[src/rtl/zs_serial_readout.sv]
module zs_serial_readout #(
  parameter int NCELL = 16,
  parameter int DW    = 22
) (
  input  logic                clk,
  input  logic                rst_n,
  input  logic                start,
  input  logic                compress_en,
  input  logic [NCELL*DW-1:0] cell_data,
  input  logic [NCELL-1:0]    cell_hit,
  output logic                sdo,
  output logic                sdo_valid,
  output logic                done
);
  localparam int CW = (NCELL > 1) ? $clog2(NCELL) : 1;
  localparam int BW = $clog2(DW + 1);
  localparam logic [CW-1:0] LAST_CELL = CW'(NCELL - 1);
  localparam logic [BW-1:0] LAST_BIT  = BW'(DW);

  logic                busy, comp_q, done_q;
  logic [NCELL-1:0]    hit_q;
  logic [NCELL*DW-1:0] data_q;
  logic [CW-1:0]       ci;
  logic [BW-1:0]       bi;

  logic [DW-1:0] word;
  logic [BW-1:0] sel;
  logic          flag, slot_end;

  assign word     = data_q[ci*DW +: DW];
  assign flag     = hit_q[ci];
  assign sel      = (bi == '0) ? '0 : LAST_BIT - bi;
  assign slot_end = (bi == '0 && comp_q && !flag) || bi == LAST_BIT;

  assign sdo       = busy & ((bi == '0) ? flag : word[sel]);
  assign sdo_valid = busy;
  assign done      = done_q;

  always_ff @(posedge clk or negedge rst_n) begin
    if (!rst_n) begin
      busy   <= 1'b0;
      comp_q <= 1'b0;
      done_q <= 1'b0;
      hit_q  <= '0;
      data_q <= '0;
      ci     <= '0;
      bi     <= '0;
    end else begin
      done_q <= 1'b0;
      if (!busy) begin
        if (start) begin
          busy   <= 1'b1;
          comp_q <= compress_en;
          hit_q  <= cell_hit;
          data_q <= cell_data;
          ci     <= '0;
          bi     <= '0;
        end
      end else if (slot_end) begin
        bi <= '0;
        if (ci == LAST_CELL) begin
          busy   <= 1'b0;
          done_q <= 1'b1;
        end else begin
          ci <= ci + 1'b1;
        end
      end else begin
        bi <= bi + 1'b1;
      end
    end
  end

  p_done_single_r8: assert property (@(posedge clk) disable iff (!rst_n)
    done |=> !done);
  p_done_not_valid_r8: assert property (@(posedge clk) disable iff (!rst_n)
    !(done && sdo_valid));
  p_done_follows_bits_r8: assert property (@(posedge clk) disable iff (!rst_n)
    done |-> $past(sdo_valid));
  p_empty_slot_r5: assert property (@(posedge clk) disable iff (!rst_n)
    (sdo_valid && bi == '0 && comp_q && !sdo) |=> (bi == '0 || !sdo_valid));
  p_start_ignored_r9: assert property (@(posedge clk) disable iff (!rst_n)
    (sdo_valid && start) |=> ($stable(comp_q) && $stable(hit_q) && $stable(data_q)));
  p_bit_bound_r6: assert property (@(posedge clk) disable iff (!rst_n)
    bi <= LAST_BIT);
endmodule

[config.mk]
export PLATFORM = sky130hd
export DESIGN_NAME = zs_serial_readout
export DESIGN_NICKNAME = d
export VERILOG_FILES = /design/src/rtl/zs_serial_readout.sv
export SDC_FILE = /design/constraint.sdc
export NUM_CORES = 1
export LEC_CHECK = 0
export BUFFER_PORTS_ARGS = -buffer_cell sky130_fd_sc_hd__buf_4
export CAP_MARGIN = 25
export CELL_PAD_IN_SITES_DETAIL_PLACEMENT = 2
export CELL_PAD_IN_SITES_GLOBAL_PLACEMENT = 2
export CORE_AREA = 2 2 205 207
export CTS_BUF_LIST = sky130_fd_sc_hd__clkbuf_8
export DETAILED_ROUTE_END_ITERATION = 8
export DIE_AREA = 0 0 207 209
export PLACE_DENSITY = 0.85
export SYNTH_ARGS = -nofsm -noshare
export SYNTH_HDL_FRONTEND = slang
export SYNTH_SLANG_ARGS = --single-unit
[constraint.sdc]
create_clock -name clk -period 8.5 [get_ports clk]
set_clock_uncertainty 0.15 [all_clocks]
set_input_delay 2.55 -clock clk [delete_from_list [all_inputs] [get_ports clk]]
set_output_delay 2.55 -clock clk [all_outputs]
set_load 0.05 [all_outputs]
# --- Word-level counts from Yosys, hierarchy flattened ---
# Index checks and enable logic that the tools add are counted.
word_totals:
  ff_bits: 380
  inputBits: 372
  output_inout_bits: 3
  wordCells: 48
classes:
  n_addsub: 3
  n_mul: 1
  n_lt_le_gt_ge: 2
  n_eq_ne: 4
  shifts: 1
  n_mux: 20
  bitwise: 2
  n_reduce_logical: 8
op_table:
  columns: ["cell", "count"]
  rows:
  - ["$shiftx 352x10->22", 1]
  - ["$mux 5", 4]
  - ["$mux 4", 4]
  - ["$mux 1", 10]
  - ["$mul 4x4->8 const B", 1]
  - ["$lt 5x6->1 const B", 1]
  - ["$add 5x1->5 const B", 1]
  - ["$bmux 1 s5", 1]
  - ["$eq 5x5->1 const B", 1]
  - ["$logic_not 5->1", 1]
  - ["$lt 4x5->1 const B", 1]
  - ["$sub 5x5->5 const A", 1]
  - ["$add 4x1->4 const B", 1]
  - ["$bmux 1 s4", 1]
  - ["$eq 4x4->1 const B", 1]
  - ["$reduce_and 3->1", 1]
  - ["$logic_and 1x1->1", 2]
  - ["$ne 2x1->1 const B", 1]
  - ["$ne 2x2->1 const B", 1]
  - ["$reduce_and 2->1", 1]
  - ["$reduce_bool 2->1", 1]
  - ["$and 1x1->1", 1]
  - ["$logic_not 1->1", 1]
  - ["$logic_or 1x1->1", 1]
  - ["$not 1->1", 1]

# --- Logic depth before layout (Yosys ltp) ---
# Gate-level depths: netlist of the first run.
logic_depth:
  depth_word: 7
  mapped_depth: 11
  ltp_nobuf: 9

# --- Worst setup path after synthesis of the first run ---
# Ideal clock, no wire load.
synth_path:
  path_type: "register to output"
  from: "reg bi[0]"
  to: "out sdo"
  t_arrival_ps: 3047
  required_ps: 5800
  path_slack_ps: 2753
  path_stages_with_launch: 11
  path_buffers: 1
  path_cell_list: "dfrtp_1 buf_2 inv_2 ha_1 or4b_4 nand2_2 mux4_2 nor4_1 nor4_1 nand4_1 o41ai_2"
synth_via:
  elab_chain_len: 6
  elab_cells_between_ends: 7
  cone_classes: "add/sub (1); mux (4); bitwise (1); reduce/logical (1)"
synth_rtl:
  columns: ["element", "line", "rtl"]
  rows:
  - ["from (decl)", "24", "logic [BW-1:0] bi;"]
  - ["from (signal assigned)", "68", "bi <= bi + 1'b1;"]
  - ["$sub 5x5->5 / $logic_not 5->1 (equally long branches)", "32, 35", null]
  - ["$mux 5", "32", "assign sel = (bi == '0) ? '0 : LAST_BIT - bi;"]
  - ["$bmux 1 s5", "35", "assign sdo = busy & ((bi == '0) ? flag : word[sel]);"]
  - ["$mux 1 (implied by the code)", "35", null]
  - ["$mux 1 (*)", "35", null]
  - ["$and 1x1->1 (*)", "35", null]
  - ["to (decl)", "11", "output logic sdo,"]
# Every way passes the cells marked *; elsewhere a longest branch is shown, timed or not. The select of a mux whose other input is x is not followed.

# --- Final worst setup path of the first run ---
# Same ends and word-level chain as after synthesis.

==> results by group, run 1 <==
Power and ir drop
  • Flop pwr share: 0.401
  • Combinational Power Share: 0.303
  • Leak pwr: 9.945 nW
  • P_int: 3.926 mW
  • Pwr dens: 267.0 nW/um^2
  • Switching power share of the total: 0.3362
  • Switch Pwr: 1.988 mW
  • Peak supply drop: about 0.24 mV
  • Clock group share of total power: 0.296

Synthesis
  • Synth Register Bits: 380
  • Mean Syn Cell Area: roughly 16 sq um
  • Seq/Total Area, Yosys: 0.5448
  • Syn Nets: 1485
  • Mapped Cells: around 1100
  • Ys async rst share: 1.000
  • Primary FF master, synth: dfrtp_1
  • EDFF count, synth: 0
  • Library cells used by synthesis: 59
  • Yosys Warn Count: 0
  • Synthesized area: 17450 sq um

Routing
  • Iteration-0 DRC Markers: 482
  • Via/cell ratio: between 5 and 6
  • Routed wire length on met2: about 30000 um
  • DRC: 0
  • Routed vias: between 10000 and 15000
  • Pre-antenna DRT Iters: 4
  • Wl on met1: 21830 um
  • Top layer in use: met4
  • Routed met3 length: 3263 um
  • Drt wl/cell: ~28 um
  • Post-route ant nets: 0
  • Post-Route WL: 57860 um

Die
  • Core area: 41290 sq um
  • IO Pins: 375
  • Die ar.: about 43000 sq um
  • # rows: 75
  • Die Width: 207 um
  • Initial Util: 0.4227
  • Chip height: 209 um

Timing
  • Final setup TNS: 0 ps
  • Slew Limit Fails: 0
  • RSZ-0062 raised after global routing: false
  • Smallest hold slack: approximately 350 ps
  • Final hold violation count: 0
  • Fmax: 0.1415 GHz
  • Slew @ Worst Pin: 1035 ps
  • Clock period minus worst slack: 7070 ps
  • Final setup viols: 0
  • Final Cycle Share: 0.8317
  • Slew headroom: 0.3099

Outcome
  • Status: finished, final reports clean

Clocking
  • # hold bufs at CTS: 0
  • H-tree depth: 3
  • Root Driver: clkbuf_8
  • CTS Buf Count: 69
  • PostCTS Resize Cnt: 0
  • CTS tree: done
  • Clk Latency, worst-skew pair: around 630 ps
  • Max Buffers Root-to-Sink: 3
  • Setup bufs post-CTS: 0
  • CTS clk-pin slew, worst paths: approximately 60 ps
  • TritonCTS Sinks: 380

Placement
  • RePlAce Congestion: between 0.7 and 0.8
  • Placed cell count: 1956
  • Post-DP HPWL: ~40000 um
  • Buffers added on ports: 374

Setup path
  • CP Launch Type: flip-flop
  • CP max FO: 13
  • WP data arrival: 4370 ps
  • Crit Path Category: flip-flop to output port
  • Worst EP required: 5800 ps
  • Crit path capture type: output port

Layout
  • Commonest non-fill, non-tap cell in the layout: buf_4
  • Most frequent cells in the layout: buf_4 (380), dfrtp_1 (377), mux2_2 (374), mux4_2 (92), clkbuf_8 (87)
  • Filler cells: between 3000 and 4000
  • Layout cells sized above 1: 0.6288
  • Layout net count: ~1900
  • Fin cells: 2085
  • Area Growth Syn to Fin: 26.90%

Global routing
  • Vias in the first global route: 13720
  • First-pass GRT wire length: 87530 um
  • GRT Total Usage: 0.2707
  • Initial antenna violation count: 5
  • Largest net degree at the start of global routing: 150
  • Total grt overflow: 0

Hold path
  • Type of the worst min-delay path: flip-flop to flip-flop

Run
  • MaxCap Viol Count: 0
## stage by stage
| step | worst slack (ps) | area, sq um | total power [mW] | util |
|---|---|---|---|---|
| 2_1_floorplan | 2753 | 17450 | 3.510 | - |
| 3_3_place_gp | 2229 | 20690 | 4.098 | 0.5012 |
| 3_5_place_dp | 2169 | 20720 | 4.190 | 0.5019 |
| 4_1_cts | 1456 | 22110 | 5.990 | 0.5355 |
| 5_1_grt | 1178 | 22150 | 6.216 | 0.5365 |
| 6_report | 1430 | 22150 | 5.914 | 0.5365 |
## metal layers
layer  vias to the layer above  GRT usage
li1                       4960          -
met1                      6047     0.3177
met2                       346     0.4762
met3                       104    0.06327
met4                         0     0.1153
met5                         -          0
## Yosys cell counts (4+ instances only)
master     instances  area share
buf_6              9      0.0058
a21oi_1           17      0.0049
nand2_1           16      0.0034
mux4_2            92        0.12
a31oi_1            5      0.0018
nor2b_1            6      0.0022
ha_1               4      0.0029
nor4_1             5      0.0018
nand4_1            4      0.0014
buf_4              4      0.0017
o31ai_1            5      0.0022
mux2_2           374        0.24
clkbuf_1          47       0.010
dfrtp_1          380        0.54
a2111oi_0          4      0.0020
nor3_1             5      0.0014
buf_2             17      0.0049
inv_1              7      0.0015
nand3_1            7      0.0020
mux2i_1           19       0.011
o21ai_1            5      0.0014
a22oi_1           13      0.0056
nor2_1            13      0.0028
## sequential cells by signal, summed over array words and instances (netlist names)
signal     flops
done           1
hit_q         16
data_q       352
ci             4
sdo_valid      1
comp_q         1
bi             5
## power groups by stage
stage | combinational [mW] | sequential (mW) | clock (mW)
floorplan | 1.37 | 2.14 | 0
global placement | 1.73 | 2.37 | 0
detailed placement | 1.79 | 2.40 | 0
CTS | 1.81 | 2.37 | 1.81
global route | 1.92 | 2.41 | 1.88
finish | 1.79 | 2.37 | 1.75
## area by class of cell
type | count | area, sq um | area share
Tap cell | 539 | 674.4 | 0.03045
Timing Repair Buffer | 387 | 3003 | 0.1356
Inverter | 8 | 30.03 | 0.001356
Antenna cell | 5 | 12.51 | 0.0005649
Clock buffer | 87 | 1197 | 0.05406
Multi-Input combinational cell | 643 | 7522 | 0.3396
Clock inverter | 36 | 190.2 | 0.008586
Sequential cell | 380 | 9520 | 0.4298
## cell families (layout without fill, tap and decap cells)
group | after synthesis | after routing | synth area share
buffers and inverters | 86 | 518 | 0.02466
adders and majority gates | 4 | 4 | 0.002867
AOI/OAI and AO/OA | 80 | 80 | 0.03333
DFF | 380 | 380 | 0.5448
muxes | 485 | 485 | 0.3709
xor gates and xnor gates | 3 | 3 | 0.001506
other | 0 | 5 | 0
and+or+nand+nor | 71 | 71 | 0.02194
## critical path, stage by stage, from the launching register on
cell,delay (ps)
dfrtp_1,630
inv_2,140
ha_1,450
nor2_2,710
mux2i_1,280
a221oi_1,310
a211o_1,230
nand4_1,120
o41ai_2,580
buf_4,300
## path summary, 6_finish.rpt
kind / to / slack (ps) / startpoint / cells past startpoint
worst max-delay path: sdo / 1430 / bi[0] / 9
worst min-delay path: data_q[235] / 350 / data_q[235] / 1
worst max register to register: data_q[180] / 5320 / sdo_valid / 4
worst min register to register: data_q[235] / 350 / data_q[235] / 1
max in group asynchronous: ci[1] / 4950 / rst_n / 2
min in group asynchronous: data_q[140] / 1820 / rst_n / 1
Note: power is estimated with default switching activity, not from simulation.
==> inputs of run 2 (changes only) <==
Settings changed: CORE_AREA 2 2 205 207 to 2 2 212 214, DIE_AREA 0 0 207 209 to 0 0 214 216, PLACE_DENSITY 0.85 to 0.8.
Clock period 8.5 ns to 7 ns, I/O delays scaled along.
==> run 2 against run 1 <==
Flip-flop and latch count unchanged; wire length decreased by 4.4%; core utilization decreased by 3.0 points; sequential power increased by 21%; clock power increased by 20%; final cell count increased by 2.9%; worst setup slack got worse by 870 ps; critical endpoint unchanged.
==> results by group, run 2 (same netlist as run 1, synthesis figures left out) <==
Layout
  • Largest regs: data_q (352), hit_q (16), bi (5)
  • Utilization after layout: 0.5066
  • Top reg by flops: data_q
  • Layout net count: roughly 1900
  • Most frequent cells in the layout: buf_4 (380), dfrtp_1 (377), mux2_2 (374), mux4_2 (92), clkbuf_8 (86)
  • Fin area: approximately 22000 sq um
  • Layout cells sized above 1: 0.6250
  • Max FFs per register: 352
  • Commonest non-fill, non-tap cell in the layout: buf_4
  • Area Growth Syn to Fin: 27.23%

Timing
  • Final hold violation count: 0
  • Fmax: between 0.15 and 0.2 GHz
  • Slew Limit Fails: 0
  • Final Cycle Share: 0.9204
  • Final setup TNS: 0 ps
  • RSZ-0062 raised after global routing: false
  • Slew headroom: 0.1517
  • Slew @ Worst Pin: 1272 ps
  • Smallest hold slack: approximately 350 ps
  • Clock period minus worst slack: ~6400 ps
  • Final setup viols: 0

Power and ir drop
  • Leak pwr: 9.968 nW
  • Total chip power: 7.140 mW
  • Pwr dens: 321.5 nW/um^2
  • Peak supply drop: ~0.20 mV

Die
  • Die ar.: 46220 sq um
  • Chip height: 216 um
  • # rows: 77
  • Core area: around 44000 sq um
  • Initial Util: 0.3982
  • IO Pins: 375
  • Die Width: 214 um

Clocking
  • Max Buffers Root-to-Sink: 3
  • CTS clk-pin slew, worst paths: 60 ps
  • H-tree depth: 3
  • TritonCTS Sinks: 380
  • Root Driver: clkbuf_8
  • Setup bufs post-CTS: 0
  • CTS Buf Count: 71
  • CTS tree: done
  • Clk Latency, worst-skew pair: 630 ps
  • PostCTS Resize Cnt: 0
  • # hold bufs at CTS: 0

Routing
  • DRC: 0
  • Wl on met1: 21210 um
  • Routed met3 length: 3410 um
  • Top layer in use: met4
  • Via/cell ratio: 5.309
  • Post-route ant nets: 0
  • Routed wire length on met2: 29110 um
  • Iteration-0 DRC Markers: roughly 600
  • Routed vias: 11394
  • Drt wl/cell: 25.77 um
  • Pre-antenna DRT Iters: 4
  • Post-Route WL: 55310 um

Placement
  • Post-DP HPWL: 39650 um
  • Cell Area, Placed: 20800 sq um
  • Buffers added on ports: 374
  • RePlAce Congestion: 0.8219

Setup path
  • CP max FO: 13
  • Crit path capture type: output port
  • Slowest stage delay, CP: 770 ps
  • Crit Path Category: flip-flop to output port
  • Worst EP required: 4750 ps
  • Worst-path cell chain: inv_2 > ha_1 > nor2_2 > mux2i_1 > a221oi_1 > a211o_1 > nand4_1 > o41ai_2 > buf_4
  • CP Launch Type: flip-flop
  • WP data arrival: 4190 ps
  • Slowest-stage cell, CP: nor2_2

Hold path
  • Type of the worst min-delay path: flip-flop to flip-flop

Global routing
  • Vias in the first global route: 13414
  • Total grt overflow: 0
  • Largest net degree at the start of global routing: about 200
  • Initial antenna violation count: 8
  • First-pass GRT wire length: between 80000 and 90000 um
  • GRT Total Usage: 0.2445

Run
  • MaxCap Viol Count: 0

Outcome
  • Status: finished, final reports clean
==> run 2: cell count changes in the layout (fill, tap and decap cells not counted) <==
cell / change
clkinvlp_4: -3
inv_6: +1
inv_1: +7
diode_2: +5
buf_12: +2
buf_16: -2
clkbuf_8: -1
clkinv_2: -1
==> run 2: path summary, 6_finish.rpt <==
check | startpoint | to | slack [ps] | cells past startpoint
worst max-delay path | bi[0] | sdo | 560 | 9
worst min-delay path | data_q[127] | data_q[127] | 350 | 1
worst max register to register | ci[0] | ci[0] | 3780 | 6
worst min register to register | data_q[127] | data_q[127] | 350 | 1
max in group asynchronous | rst_n | data_q[236] | 3890 | 2
min in group asynchronous | rst_n | data_q[1] | 1360 | 1
==> run 2: cell type report <==
class / instances / area, sq um
clock buffer: 86 / 1184
inverter: 8 / 30.03
sequential: 380 / 9520
timing repair buffer: 387 / 2988
antenna: 10 / 25.02
fill: 4137 / 21630
clock inverter: 40 / 197.7
multi-input combinational: 643 / 7522
tap: 592 / 740.7
==> run 2: report_power, final <==
group,internal [mW],switching [mW],total (mW),leakage [nW]
registers,2.47,0.392,2.86,4.70
logic,1.15,1.03,2.18,4.45
clock network,1.15,0.952,2.10,0.819
total,4.76,2.37,7.14,9.97
==> run 2: critical path: cells and delay by family (launching register included) <==
| family | cells | cell delay [ps] |
|---|---|---|
| flops | 1 | 590 |
| buf+inv | 2 | 410 |
| simple gates | 2 | 880 |
| fa+ha+maj | 1 | 460 |
| compound gates | 3 | 940 |
| mux | 1 | 260 |
==> run 2: per-layer routing <==
layer | vias up | track usage
li1 | 4977 | -
met1 | 5992 | 0.2860
met2 | 332 | 0.4306
met3 | 93 | 0.07033
met4 | 0 | 0.08298
met5 | - | 0
==> run 2: stage by stage <==
| step | std cells | setup slack, ps |
|---|---|---|
| final | 2146 | 557.0 |
| after detailed placement | 2010 | 1157 |
| after global placement | 2010 | 1238 |
| after floorplan | 1109 | 1703 |
| after CTS | 2136 | 435.5 |
| after global routing | 2144 | 251.6 |
